$ cat src/rtl/ralu_pkg.sv
package ralu_pkg;
  typedef enum logic [3:0] {
    OP_NONE,
    OP_DEC,
    OP_INC,
    OP_RRC,
    OP_RLC,
    OP_SWAP,
    OP_BCLR,
    OP_BSET,
    OP_TST0,
    OP_TST1
  } ralu_op_e;
endpackage

$ cat src/rtl/ralu_decode.sv
module ralu_decode import ralu_pkg::*; #(
  parameter int INSTR_W = 13,
  parameter int ADDR_W  = 6,
  parameter int BIT_W   = 3
) (
  input  logic [INSTR_W-1:0] instr,
  output ralu_op_e           op,
  output logic               to_reg,
  output logic [ADDR_W-1:0]  addr,
  output logic [BIT_W-1:0]   bidx
);
  localparam int HI = INSTR_W - 1;

  assign addr = instr[ADDR_W-1:0];
  assign bidx = instr[ADDR_W +: BIT_W];

  always_comb begin
    op     = OP_NONE;
    to_reg = instr[ADDR_W];
    case (instr[HI -: 4])
      4'b0100: begin op = OP_BCLR; to_reg = 1'b1; end
      4'b0101: begin op = OP_BSET; to_reg = 1'b1; end
      4'b0110: op = OP_TST0;
      4'b0111: op = OP_TST1;
      default: begin
        case (instr[HI -: 6])
          6'b001011: op = OP_DEC;
          6'b001100: op = OP_RRC;
          6'b001101: op = OP_RLC;
          6'b001110: op = OP_SWAP;
          6'b001111: op = OP_INC;
          default:   op = OP_NONE;
        endcase
      end
    endcase
  end
endmodule

$ cat src/rtl/ralu_bitsel.sv
module ralu_bitsel #(
  parameter int DATA_W = 8,
  parameter int BIT_W  = 3
) (
  input  logic [BIT_W-1:0]  bidx,
  output logic [DATA_W-1:0] mask
);
  for (genvar g = 0; g < DATA_W; g++) begin : g_sel
    assign mask[g] = (bidx == BIT_W'(g));
  end
endmodule

$ cat src/rtl/ralu_exec.sv
module ralu_exec import ralu_pkg::*; #(
  parameter int DATA_W = 8
) (
  input  ralu_op_e          op,
  input  logic              to_reg,
  input  logic [DATA_W-1:0] operand,
  input  logic [DATA_W-1:0] mask,
  input  logic              c_in,
  output logic              acc_we,
  output logic              rf_we,
  output logic              c_we,
  output logic              c_nxt,
  output logic              skip,
  output logic [DATA_W-1:0] res,
  output logic              ev_zero,
  output logic              ev_bit_hit,
  output logic              ev_rotate,
  output logic              ev_incdec
);
  localparam int HALF = DATA_W / 2;

  function automatic logic [DATA_W-1:0] f_step(input logic [DATA_W-1:0] v, input logic up);
    return up ? v + 1'b1 : v - 1'b1;
  endfunction

  // returns {carry_out, data}
  function automatic logic [DATA_W:0] f_rot(input logic [DATA_W-1:0] v, input logic c,
                                            input logic left);
    return left ? {v, c} : {v[0], c, v[DATA_W-1:1]};
  endfunction

  function automatic logic [DATA_W-1:0] f_swap(input logic [DATA_W-1:0] v);
    return {v[HALF-1:0], v[DATA_W-1:HALF]};
  endfunction

  logic [DATA_W-1:0] step;
  logic [DATA_W:0]   rot;
  logic              wr;

  assign step       = f_step(operand, op == OP_INC);
  assign rot        = f_rot(operand, c_in, op == OP_RLC);
  assign ev_zero    = (step == '0);
  assign ev_bit_hit = |(operand & mask);
  assign ev_rotate  = (op == OP_RRC) || (op == OP_RLC);
  assign ev_incdec  = (op == OP_INC) || (op == OP_DEC);

  always_comb begin
    wr    = 1'b0;
    c_we  = 1'b0;
    c_nxt = 1'b0;
    skip  = 1'b0;
    res   = '0;
    case (op)
      OP_DEC, OP_INC: begin wr = 1'b1; res = step; skip = ev_zero; end
      OP_RRC, OP_RLC: begin
        wr = 1'b1; res = rot[DATA_W-1:0]; c_we = 1'b1; c_nxt = rot[DATA_W];
      end
      OP_SWAP: begin wr = 1'b1; res = f_swap(operand); end
      OP_BCLR: begin wr = 1'b1; res = operand & ~mask; end
      OP_BSET: begin wr = 1'b1; res = operand | mask; end
      OP_TST0: skip = !ev_bit_hit;
      OP_TST1: skip = ev_bit_hit;
      default: ;
    endcase
    acc_we = wr && !to_reg;
    rf_we  = wr && to_reg;
  end
endmodule

$ cat src/rtl/ralu_outreg.sv
module ralu_outreg #(
  parameter int DATA_W = 8,
  parameter int ADDR_W = 6
) (
  input  logic              clk,
  input  logic              rst_n,
  input  logic              fire,
  input  logic              acc_we_d,
  input  logic              rf_we_d,
  input  logic              c_we_d,
  input  logic              c_d,
  input  logic              skip_d,
  input  logic [DATA_W-1:0] data_d,
  input  logic [ADDR_W-1:0] addr_d,
  output logic              acc_we,
  output logic              rf_we,
  output logic              c_we,
  output logic              c_out,
  output logic              skip,
  output logic [DATA_W-1:0] data,
  output logic [ADDR_W-1:0] waddr
);
  always_ff @(posedge clk or negedge rst_n) begin
    if (!rst_n) begin
      acc_we <= 1'b0;
      rf_we  <= 1'b0;
      c_we   <= 1'b0;
      c_out  <= 1'b0;
      skip   <= 1'b0;
      data   <= '0;
      waddr  <= '0;
    end else begin
      acc_we <= fire && acc_we_d;
      rf_we  <= fire && rf_we_d;
      c_we   <= fire && c_we_d;
      skip   <= fire && skip_d;
      if (fire) begin
        c_out <= c_d;
        data  <= data_d;
        waddr <= addr_d;
      end
    end
  end

  AST_SINGLE_TARGET: assert property (@(posedge clk) disable iff (!rst_n)
    !(acc_we && rf_we));
  AST_IDLE_QUIET: assert property (@(posedge clk) disable iff (!rst_n)
    !fire |=> !(acc_we || rf_we || c_we || skip));
endmodule

$ cat src/rtl/reg_alu_skip.sv
module reg_alu_skip import ralu_pkg::*; #(
  parameter int DATA_W  = 8,
  parameter int ADDR_W  = 6,
  parameter int INSTR_W = 13
) (
  input  logic               clk,
  input  logic               rst_n,
  input  logic               instr_valid,
  input  logic [INSTR_W-1:0] instr,
  input  logic               c_in,
  output logic [ADDR_W-1:0]  rf_raddr,
  input  logic [DATA_W-1:0]  rf_rdata,
  output logic               acc_we,
  output logic               rf_we,
  output logic [ADDR_W-1:0]  rf_waddr,
  output logic [DATA_W-1:0]  res_data,
  output logic               c_we,
  output logic               c_out,
  output logic               skip
);
  localparam int BIT_W = $clog2(DATA_W);

  ralu_op_e          op;
  logic              to_reg;
  logic [BIT_W-1:0]  bidx;
  logic [DATA_W-1:0] mask;
  logic              x_acc_we, x_rf_we, x_c_we, x_c, x_skip;
  logic [DATA_W-1:0] x_res;
  logic              ev_zero, ev_bit_hit, ev_rotate, ev_incdec;

  ralu_decode #(.INSTR_W(INSTR_W), .ADDR_W(ADDR_W), .BIT_W(BIT_W)) u_dec (
    .instr (instr), .op(op), .to_reg(to_reg), .addr(rf_raddr), .bidx(bidx)
  );

  ralu_bitsel #(.DATA_W(DATA_W), .BIT_W(BIT_W)) u_sel (.bidx(bidx), .mask(mask));

  ralu_exec #(.DATA_W(DATA_W)) u_exec (
    .op(op), .to_reg(to_reg), .operand(rf_rdata), .mask(mask), .c_in(c_in),
    .acc_we(x_acc_we), .rf_we(x_rf_we), .c_we(x_c_we), .c_nxt(x_c), .skip(x_skip),
    .res(x_res), .ev_zero(ev_zero), .ev_bit_hit(ev_bit_hit), .ev_rotate(ev_rotate),
    .ev_incdec(ev_incdec)
  );

  ralu_outreg #(.DATA_W(DATA_W), .ADDR_W(ADDR_W)) u_out (
    .clk(clk), .rst_n(rst_n), .fire(instr_valid),
    .acc_we_d(x_acc_we), .rf_we_d(x_rf_we), .c_we_d(x_c_we), .c_d(x_c),
    .skip_d(x_skip), .data_d(x_res), .addr_d(rf_raddr),
    .acc_we(acc_we), .rf_we(rf_we), .c_we(c_we), .c_out(c_out), .skip(skip),
    .data(res_data), .waddr(rf_waddr)
  );

  AST_UNKNOWN_QUIET: assert property (@(posedge clk) disable iff (!rst_n)
    instr_valid && op == OP_NONE |=> !(acc_we || rf_we || c_we || skip));
  AST_TEST_NO_WRITE: assert property (@(posedge clk) disable iff (!rst_n)
    instr_valid && (op == OP_TST0 || op == OP_TST1) |=> !acc_we && !rf_we);
  AST_CARRY_ROT_ONLY: assert property (@(posedge clk) disable iff (!rst_n)
    instr_valid && !ev_rotate |=> !c_we);
  AST_STEP_SKIP_ZERO: assert property (@(posedge clk) disable iff (!rst_n)
    instr_valid && ev_incdec |=> (skip == (res_data == '0)));
  AST_BSET_HAS_BIT: assert property (@(posedge clk) disable iff (!rst_n)
    instr_valid && op == OP_BSET |=> rf_we && ((res_data & $past(mask)) != '0));
endmodule

$ cat config.mk
export PLATFORM = sky130hd
export DESIGN_NAME = reg_alu_skip
export DESIGN_NICKNAME = d
export VERILOG_FILES = /design/src/rtl/ralu_pkg.sv /design/src/rtl/ralu_decode.sv /design/src/rtl/ralu_bitsel.sv /design/src/rtl/ralu_exec.sv /design/src/rtl/ralu_outreg.sv /design/src/rtl/reg_alu_skip.sv
export SDC_FILE = /design/constraint.sdc
export NUM_CORES = 1
export LEC_CHECK = 0
export ABC_AREA = 1
export BUFFER_PORTS_ARGS = -buffer_cell sky130_fd_sc_hd__buf_2
export CORE_MARGIN = 2
export CORE_UTILIZATION = 35
export CTS_BUF_LIST = sky130_fd_sc_hd__clkbuf_4 sky130_fd_sc_hd__clkbuf_8
export CTS_CLUSTER_DIAMETER = 150
export DETAILED_ROUTE_END_ITERATION = 16
export PLACE_DENSITY = 0.64
export REMOVE_ABC_BUFFERS = 1
export SLEW_MARGIN = 20
export SYNTH_ARGS = -nofsm -noshare
export SYNTH_HDL_FRONTEND = slang
export SYNTH_HIERARCHICAL = 1
export SYNTH_SLANG_ARGS = --single-unit
export TNS_END_PERCENT = 10
$ cat constraint.sdc
create_clock -name clk -period 1.11 [get_ports clk]
set_clock_uncertainty 0.2 [all_clocks]
set_input_delay 0.2775 -clock clk [delete_from_list [all_inputs] [get_ports clk]]
set_output_delay 0.2775 -clock clk [all_outputs]
set_load 0.02 [all_outputs]
==> reports/metrics.cfg <==
[layout]
post-route-util_pct = 61.4
layout_commonest_cell = nand2_1
area_growth_pct = 68.2
drive_above_1_share_pct = 46.1
nets = 448
final_cell_mix = 89 x nand2_1, 56 x buf_4, 38 x buf_2
n_antenna_cell = 0
final_cells = 484

[placement]
hpwl_um = 4120
port_buffers = 49
place.gp.congestion = 0.888
dp_slack_ns = -1.63
dp_cells = 464

[power]
vdd_ir_drop_max_mv = 0.409
p_leak_nw = 1.72
pwr_density_cell_nw_per_um2 = 832

[timing]
rsz0062_at_grt = true
post-route-period-util_pct = 199
finalHoldViolCount = 0
finalMaxSlewViolations = 0
tightest_slew_ns = 0.401
max_freq_mhz = 453
relSlewSlack_pct = 73.3
finalCriticalPeriod_ns = 2.21
finalSetupViolations = 32
fin_ws_ns = -1.10

[global_route]
grt-ovfl-total = 0
antenna_found_initial = 0
first_global_vias = 2014
grt_pass1_wl_um = 9380
grt_usage_pct = 19.1
grt_max_degree = 20

[die]
dieArea_sq_um = 5960
die-height_um = 77.2
core_sq_um = 5140
start_util_pct = 36.5
die_w_um = 77.2
ioPinCount = 50
rows = 26

[worst_setup_path]
critPathCaptureType = flip-flop
crit_slowest_cell = ha_4
max_stage_delay_ns = 0.27
crit_path_start_kind = input pin
cp_common_cell = nand2_2
cp_cell_sequence = buf_8 -> inv_4 -> nand2_2 -> nor2_4 -> nand2_1 -> nand2_2 -> inv_2 -> nor2_4 -> nand2_4 -> buf_6 -> ha_4 -> nand2_4 -> nand2_4 -> nand3_4 -> nand2_2 -> nand2_2 -> a21oi_2 -> nand3_1 -> nand2_1 -> nand2_1 -> inv_1
required_ns = 1.11
path_max_fanout = 7
worstSetupPathType = in2reg
cp.arrival_ns = 2.21

[clock_network]
clock_latency_ns = 0.26
clock-root-buffer = clkbuf_8
clock_sinks = 19
cts_buffers = 3
cts_max_path_buffers = 2
cts_tree = built
clk_pin_slew_ns = 0.07
cts.htree.levels = 1

[worst_hold_path]
hp-class = in2reg

[drt]
ant_nets = 0
detailroute.via_count = 2336
vias_per_cell = 4.83
drc = 0
wl_um = 6070
drtIter0Drc = 94
drt-wirelength-per-cell_um = 12.5
drt_first_pass_iters = 4

[run_status]
status = finished with violations
violations = negative setup slack

[synthesis]
synth_cells = 309
syn_area_per_cell_sq_um = 6.07
ys_warn_count = 6
netlist_area_sq_um = 1880

[job]
max_cap_viol_count = 0

state kept, by name (all words and copies together), names as in the netlist:
signal / count
u_out/acc_we: 1
u_out/c_out: 1
u_out/c_we: 1
u_out/data: 8
u_out/rf_we: 1
u_out/skip: 1
u_out/waddr: 6
layer usage:
metal	vias to the layer above	GRT usage (%)	part of all wire, %
met5	-	0	0
met2	92	31.2	46
li1	1183	-	-
met3	11	1.65	7.2
met4	0	5.18	1.9
met1	1050	26.9	45
worst max-delay path: cells and delay by family:
family	cells	cell delay, ns
buffers and inverters	5	0.43
AND/OR/NAND/NOR	14	1.11
adder cells (fa/ha/maj)	1	0.27
AO/OA/AOI/OAI	1	0.11
stage by stage:
stage | total power [mW] | TNS (ns) | area (sq um) | hold slack, ns
2_1_floorplan | 1.32 | -11.75 | 1770 | -0.218
3_3_place_gp | 1.76 | -16.14 | 2480 | 0.0294
3_5_place_dp | 1.77 | -16.45 | 2480 | 0.0283
4_1_cts | 2.42 | -14.38 | 2830 | 0.0317
5_1_grt | 2.81 | -17.24 | 3160 | 0.0412
6_report | 2.63 | -15.11 | 3160 | 0.0384
path summary, 6_finish.rpt:
| check | end | slack, ns | cells after the start | start |
|---|---|---|---|---|
| max | u_out/skip | -1.10 | 21 | instr[12] |
| min | u_out/waddr[4] | 0.04 | 3 | instr[4] |
| max reg2reg | u_out/c_out | 0.29 | 2 | u_out/c_out |
| min reg2reg | u_out/data[0] | 0.27 | 2 | u_out/data[0] |
| max in group asynchronous | u_out/waddr[2] | 0.14 | 2 | rst_n |
| min in group asynchronous | u_out/waddr[4] | 0.27 | 2 | rst_n |
area by class of cell:
type	count	area (sq um)
multi-input combinational	230	1490
inverter	47	194
sequential	19	475
timing repair buffer	114	865
fill	478	1980
clock buffer	4	48.8
tap	70	87.6
report_power, final:
group | switching, mW | total, mW | internal, mW
sequential | 0.0375 | 0.802 | 0.765
combinational | 0.736 | 1.34 | 0.600
clock | 0.209 | 0.489 | 0.279
total | 0.982 | 2.63 | 1.64
what timing repair did:
item                                   CTS  global route
pin swaps                               34            34
setup endpoints to repair               32            32
buffers inserted                         6            10
gates resized for setup                 64            73
gates cloned                             0             0
endpoints found under the hold margin   19             0
hold buffers                             1             0
No activity file was read; power rests on OpenSTA's default activity.
